<file path="src/rtl/posword_pkg.sv">
package posword_pkg;
   typedef enum logic [2:0] {
      PH_IDLE, PH_START, PH_POS, PH_STAT, PH_CRC, PH_STOP
   } phase_t;

   localparam logic [3:0] MARK      = 4'b1011;
   localparam int         MARK_W    = 4;
   localparam int         STAT_W    = 9;
   localparam int         FLAG_W    = 8;
   localparam int         CRC_W     = 6;
   localparam logic [5:0] CRC_TAPS  = 6'b000011;
endpackage

</file>
<file path="src/rtl/posword_seq.sv">
module posword_seq
   import posword_pkg::*;
#(
   parameter int MIN_POS_W = 4,
   parameter int MAX_POS_W = 35,
   parameter int LEN_W     = 6,
   parameter int CW        = 6
) (
   input  logic             clk,
   input  logic             rst_n,
   input  logic             req,
   input  logic [LEN_W-1:0] len,
   output phase_t           phase,
   output logic [CW-1:0]    cnt,
   output logic [LEN_W-1:0] len_eff,
   output logic [LEN_W-1:0] len_q,
   output logic             start
);
   always_comb begin
      if (len < LEN_W'(MIN_POS_W))      len_eff = LEN_W'(MIN_POS_W);
      else if (len > LEN_W'(MAX_POS_W)) len_eff = LEN_W'(MAX_POS_W);
      else                              len_eff = len;
   end

   assign start = (phase == PH_IDLE) && req;

   always_ff @(posedge clk or negedge rst_n) begin
      if (!rst_n) begin
         phase <= PH_IDLE;
         cnt   <= '0;
         len_q <= LEN_W'(MIN_POS_W);
      end else begin
         case (phase)
            PH_IDLE: if (req) begin
               phase <= PH_START;
               cnt   <= CW'(MARK_W - 1);
               len_q <= len_eff;
            end
            PH_START: if (cnt == '0) begin
               phase <= PH_POS;
               cnt   <= CW'(len_q - 1'b1);
            end else cnt <= cnt - 1'b1;
            PH_POS: if (cnt == '0) begin
               phase <= PH_STAT;
               cnt   <= CW'(STAT_W - 1);
            end else cnt <= cnt - 1'b1;
            PH_STAT: if (cnt == '0) begin
               phase <= PH_CRC;
               cnt   <= CW'(CRC_W - 1);
            end else cnt <= cnt - 1'b1;
            PH_CRC: if (cnt == '0) begin
               phase <= PH_STOP;
               cnt   <= CW'(MARK_W - 1);
            end else cnt <= cnt - 1'b1;
            PH_STOP: if (cnt == '0) phase <= PH_IDLE;
                     else cnt <= cnt - 1'b1;
            default: phase <= PH_IDLE;
         endcase
      end
   end
endmodule

</file>
<file path="src/rtl/posword_shift.sv">
module posword_shift
   import posword_pkg::*;
#(
   parameter int MAX_POS_W = 35,
   parameter int LEN_W     = 6
) (
   input  logic                 clk,
   input  logic                 rst_n,
   input  logic                 load,
   input  logic [LEN_W-1:0]     len,
   input  logic [MAX_POS_W-1:0] pos,
   input  logic [FLAG_W-1:0]    flags,
   input  logic                 pos_adv,
   input  logic                 stat_adv,
   output logic                 pos_bit,
   output logic                 stat_bit
);
   logic [MAX_POS_W-1:0] pos_sh;
   logic [STAT_W-1:0]    stat_sh;
   logic [STAT_W-1:0]    stat_word;

   // wire order: flags[0] first, reserved zero last
   for (genvar i = 0; i < FLAG_W; i++) begin : g_order
      assign stat_word[STAT_W-1-i] = flags[i];
   end
   assign stat_word[0] = 1'b0;

   always_ff @(posedge clk or negedge rst_n) begin
      if (!rst_n) begin
         pos_sh  <= '0;
         stat_sh <= '0;
      end else if (load) begin
         pos_sh  <= pos << (MAX_POS_W - int'(len));
         stat_sh <= stat_word;
      end else begin
         if (pos_adv)  pos_sh  <= pos_sh << 1;
         if (stat_adv) stat_sh <= stat_sh << 1;
      end
   end

   assign pos_bit  = pos_sh[MAX_POS_W-1];
   assign stat_bit = stat_sh[STAT_W-1];
endmodule

</file>
<file path="src/rtl/posword_crc6.sv">
module posword_crc6
   import posword_pkg::*;
(
   input  logic             clk,
   input  logic             rst_n,
   input  logic             clr,
   input  logic             upd,
   input  logic             drain,
   input  logic             din,
   output logic [CRC_W-1:0] crc
);
   logic             fb;
   logic [CRC_W-1:0] nxt;

   assign fb  = crc[CRC_W-1] ^ din;
   assign nxt = {crc[CRC_W-2:0], 1'b0} ^ (fb ? CRC_TAPS : '0);

   always_ff @(posedge clk or negedge rst_n) begin
      if (!rst_n)     crc <= '0;
      else if (clr)   crc <= '0;
      else if (upd)   crc <= nxt;
      else if (drain) crc <= {crc[CRC_W-2:0], 1'b0};
   end
endmodule

</file>
<file path="src/rtl/posword_framer.sv">
module posword_framer
   import posword_pkg::*;
#(
   parameter int MIN_POS_W = 4,
   parameter int MAX_POS_W = 35,
   parameter int LEN_W     = 6
) (
   input  logic                 ser_clk,
   input  logic                 rst_n,
   input  logic                 req,
   input  logic [LEN_W-1:0]     pos_len,
   input  logic [MAX_POS_W-1:0] pos,
   input  logic [7:0]           flags,
   output logic                 sdata,
   output logic                 clk_fb
);
   localparam int SPAN = (MAX_POS_W > STAT_W) ? MAX_POS_W : STAT_W;
   localparam int CW   = $clog2(SPAN);

   if (MIN_POS_W < 1 || MAX_POS_W < MIN_POS_W) begin : g_bad_range
      $error("position length range is empty");
   end
   if ((1 << LEN_W) <= MAX_POS_W) begin : g_bad_len_w
      $error("LEN_W too narrow for MAX_POS_W");
   end

   phase_t           phase;
   logic [CW-1:0]    cnt;
   logic [LEN_W-1:0] len_eff;
   logic [LEN_W-1:0] len_q;
   logic             start;
   logic             pos_bit;
   logic             stat_bit;
   logic [CRC_W-1:0] crc;
   logic             in_pos;
   logic             in_stat;

   assign in_pos  = (phase == PH_POS);
   assign in_stat = (phase == PH_STAT);

   posword_seq #(
      .MIN_POS_W(MIN_POS_W), .MAX_POS_W(MAX_POS_W), .LEN_W(LEN_W), .CW(CW)
   ) u_seq (
      .clk(ser_clk), .rst_n(rst_n), .req(req), .len(pos_len),
      .phase(phase), .cnt(cnt), .len_eff(len_eff), .len_q(len_q),
      .start(start)
   );

   posword_shift #(.MAX_POS_W(MAX_POS_W), .LEN_W(LEN_W)) u_shift (
      .clk(ser_clk), .rst_n(rst_n), .load(start), .len(len_eff),
      .pos(pos), .flags(flags), .pos_adv(in_pos), .stat_adv(in_stat),
      .pos_bit(pos_bit), .stat_bit(stat_bit)
   );

   posword_crc6 u_crc (
      .clk(ser_clk), .rst_n(rst_n), .clr(start),
      .upd(in_pos | in_stat), .drain(phase == PH_CRC),
      .din(in_pos ? pos_bit : stat_bit), .crc(crc)
   );

   always_comb begin
      case (phase)
         PH_START: sdata = MARK[cnt[1:0]];
         PH_POS:   sdata = pos_bit;
         PH_STAT:  sdata = stat_bit;
         PH_CRC:   sdata = crc[CRC_W-1];
         PH_STOP:  sdata = MARK[cnt[1:0]];
         default:  sdata = 1'b0;
      endcase
   end

   assign clk_fb = ser_clk;
endmodule

</file>
<file path="config.mk">
export PLATFORM = sky130hd
export DESIGN_NAME = posword_framer
export DESIGN_NICKNAME = d
export VERILOG_FILES = /design/src/rtl/posword_pkg.sv /design/src/rtl/posword_seq.sv /design/src/rtl/posword_shift.sv /design/src/rtl/posword_crc6.sv /design/src/rtl/posword_framer.sv
export SDC_FILE = /design/constraint.sdc
export NUM_CORES = 1
export LEC_CHECK = 0
export BUFFER_PORTS_ARGS = -buffer_cell sky130_fd_sc_hd__buf_2
export CAP_MARGIN = 0
export CORE_ASPECT_RATIO = 0.5
export CORE_MARGIN = 3
export CORE_UTILIZATION = 35
export DETAILED_ROUTE_END_ITERATION = 16
export PLACE_DENSITY = 0.58
export RECOVER_POWER = 25
export SYNTH_ARGS = -nofsm -noshare
export SYNTH_HDL_FRONTEND = slang
export SYNTH_SLANG_ARGS = --single-unit
</file>
<file path="constraint.sdc">
create_clock -name ser_clk -period 4.6 [get_ports ser_clk]
set_input_delay 0.23 -clock ser_clk [delete_from_list [all_inputs] [get_ports ser_clk]]
set_output_delay 0.23 -clock ser_clk [all_outputs]
set_load 0.01 [all_outputs]
</file>
==> flow_metrics.py <==
metrics = {
    "worst_setup_path": {
        "setup.worst_path.start_class": "input port",
        "endpoint_kind": "flop",
        "cp_slowest_cell": "o21ai_0",
        "criticalPathCategory": "input port to flop",
        "path_cells": "buf_2, or2_2, a21oi_2, buf_4, inv_1, ha_1, nor4bb_1, o21ai_0, a21oi_1, nor4_2, nand3_1, o311ai_1, o32ai_1",
        "critPathMaxFanout": 19,
        "max_stage_delay_ps": 650,
        "worstPathRequired_ps": 4900,
        "r2r_start": "u_seq.phase[1]",
        "crit_arrival_ps": 3620,
        "critPathLaunch": "pos_len[4]",
    },
    "flow_run": {
        "max_cap_violations": 0,
    },
    "floorplan": {
        "core.rowCount": 32,
        "core_area_mm2": 0.01582,
        "die_area_mm2": 0.01828,
        "initial_core_util": 0.3674,
        "die_w_um": 188.2,
        "ios": 54,
        "die_h_um": 97.11,
    },
    "finish": {
        "drive_above_1_share": 0.1633,
        "fin_nets": 804,
        "area_delta_synth_final_pct": 13.59,
        "n_antenna_cell": 0,
    },
    "yosys": {
        "synth-seq-cells": 64,
        "synthDistinctLibCells": 83,
        "synthArstFlopShare": 1.000,
        "ys.flop_type": "dfrtp_1",
        "synth_nets": 775,
        "syn-mean-instance-area_um2": 8.081,
        "netlist_area_mm2": 0.005811,
        "synthCells": 719,
        "yosysSeqAreaShare": 0.2758,
        "synth-edff-count": 0,
        "ys_warn_count": 0,
    },
    "routing": {
        "wirelength_um": 20470,
        "vias_per_cell": 6.137,
        "via_count": 5977,
        "first_iter_violations": 636,
        "post_drt_wl_per_cell_um": 21.01,
        "drcViolationCount": 0,
        "ant_nets": 0,
        "drt_pre_antenna_iters": 5,
    },
    "place": {
        "dp_hpwl_um": 14910,
        "gp_congestion": 0.9809,
        "io_buffers": 53,
        "pre_cts_ws_ps": 920.5,
    },
    "sta": {
        "hold_ws_ps": 20.01,
        "slew_viol_final": 0,
        "setup_viol": 0,
        "fin_setup_tns_ps": 0,
        "hold_viol": 0,
        "timing.final.ws_setup_ps": 1275,
        "fin_crit_sh": 0.7229,
        "slew_headroom": 0.3995,
        "clock_skew_ps": 7.769,
        "period_needed_ps": 3325,
        "worst_pin_slew_ps": 891.3,
        "max_freq_ghz": 0.3007,
        "rsz0062_at_grt": "false",
    },
    "clock_network": {
        "clk_latency_ps": 440,
        "cts_resized": 0,
        "cts_tree": "built",
        "path_clk_slew_ps": 60,
    },
    "global_routing": {
        "track_usage": 0.2222,
        "overflow": 0,
        "grt_pass1_vias": 5714,
        "grt_pass1_wl_um": 32280,
        "antenna_found_initial": 0,
        "grt_max_degree": 52,
    },
    "power_and_ir_drop": {
        "cellLeakagePower_nw": 2.731,
        "peakVddDrop_uv": 249.9,
        "p_seq_frac": 0.314,
        "comb_power_share": 0.420,
        "switching_share": 0.3936,
        "internal_power_mw": 2.029,
        "p_switching_mw": 1.316,
        "power_frac_clock": 0.266,
        "power_density_mw_per_mm2": 506.8,
    },
    "worst_hold_path": {
        "hold_path_startpoint": "flags[1]",
        "hp-class": "input port to flop",
    },
    "status": {
        "status": "completed",
    },
}
==> flip-flops by register name, indices dropped and copies added (netlist names) <==
name / cells
u_seq.phase: 3
u_crc.crc: 6
u_seq.len_q: 6
u_shift.stat_sh: 8
u_seq.cnt: 6
u_shift.pos_sh: 35
==> cell usage after synthesis, types with 7 or more instances <==
| cell | count | area (um2) |
|---|---|---|
| nor2_1 | 63 | 236.5 |
| a22oi_1 | 10 | 75.07 |
| a21oi_1 | 50 | 250.2 |
| buf_6 | 7 | 78.83 |
| buf_2 | 12 | 60.06 |
| a211oi_1 | 7 | 52.55 |
| xnor2_1 | 8 | 70.07 |
| mux2i_1 | 59 | 590.6 |
| o211ai_1 | 7 | 52.55 |
| dfrtp_1 | 63 | 1577 |
| mux2_2 | 11 | 123.9 |
| nor3_1 | 23 | 115.1 |
| a221oi_1 | 7 | 61.31 |
| o22ai_1 | 33 | 206.5 |
| nand2_1 | 80 | 300.3 |
| o21a_1 | 7 | 52.55 |
| o21ai_0 | 55 | 275.3 |
| o32ai_1 | 8 | 70.07 |
| inv_1 | 18 | 67.56 |
| nand3_1 | 25 | 125.1 |
| clkbuf_1 | 27 | 101.4 |
==> metal layers <==
layer / vias up / routed length, um / global-route usage
li1: 2766 / - / -
met1: 2865 / 9434 / 0.3212
met2: 306 / 8658 / 0.3171
met3: 40 / 1939 / 0.06090
met4: 0 / 436 / 0.07546
met5: - / 0 / 0
==> logic make-up after synthesis <==
family | Yosys count | synth area share
xor gates and xnor gates | 14 | 0.02110
DFF | 64 | 0.2758
AOI/OAI and AO/OA | 257 | 0.3144
buffers and inverters | 72 | 0.06201
muxes | 71 | 0.1255
and+or+nand+nor | 237 | 0.1925
adders and majority gates | 4 | 0.008614
==> power groups by stage <==
stage | clock network, mW | logic (mW) | registers, mW
final | 0.890 | 1.41 | 1.05
after global placement | 0.0131 | 1.38 | 1.05
after global routing | 0.935 | 1.57 | 1.09
after floorplan | 0.0179 | 1.10 | 0.953
after CTS | 0.904 | 1.39 | 1.05
after detailed placement | 0.0131 | 1.38 | 1.05
==> path summary, 6_finish.rpt <==
kind	end	slack, ps	cells past startpoint
max	u_shift.pos_sh[31]	1270	13
min	u_shift.stat_sh[7]	20	3
max reg2reg	u_shift.pos_sh[34]	1630	6
min reg2reg	u_shift.stat_sh[5]	470	2
max in group asynchronous	u_shift.pos_sh[3]	3020	3
min in group asynchronous	u_seq.len_q[0]	410	2
==> worst max-delay path, delay by kind of cell <==
| kind | cells | cell delay [ps] |
|---|---|---|
| buffers and inverters | 3 | 510 |
| AOI/OAI and AO/OA | 5 | 1170 |
| adders and majority gates | 1 | 310 |
| and+or+nand+nor | 4 | 1400 |
==> stage by stage <==
step | instance area (um2) | util | total power, mW | cells
global route | 6600 | 0.4173 | 3.597 | 974
floorplan | 5811 | - | 2.068 | 719
finish | 6600 | 0.4173 | 3.345 | 974
detailed placement | 6171 | 0.3902 | 2.450 | 952
CTS | 6601 | 0.4174 | 3.347 | 974
global placement | 6171 | 0.3902 | 2.441 | 952
==> placed cells by master, fill, tap and decap left out, drive strengths merged, types with 6 or more instances in the layout <==
cell      n
a211oi    7
xor2      6
a22oi    10
dfrtp    63
nand3    25
nor4      7
nor3     23
buf      65
inv      18
o32ai     8
o21ai    58
o21a      7
clkbuf   17
nor2     65
mux2i    59
a221oi    9
a21oi    52
o22ai    33
o211ai    7
a31oi     6
nand2    82
xnor2     8
mux2     12
a2111oi   6
o221ai    7
or3       6
nand2b    6
==> cell type report <==
class / count / area (um2)
Fill cell: 1607 / 9215
Multi-Input combinational cell: 583 / 3861
Sequential cell: 64 / 1603
Timing Repair Buffer: 68 / 386.6
Clock buffer: 17 / 340.3
Tap cell: 221 / 276.5
Inverter: 18 / 67.56
Clock inverter: 3 / 65.06
==> timing repair <==
action	CTS	global route
hold endpoints to repair	15	0
hold buffers	3	0
setup buffers	0	0
No activity file was read; power rests on OpenSTA's default activity.
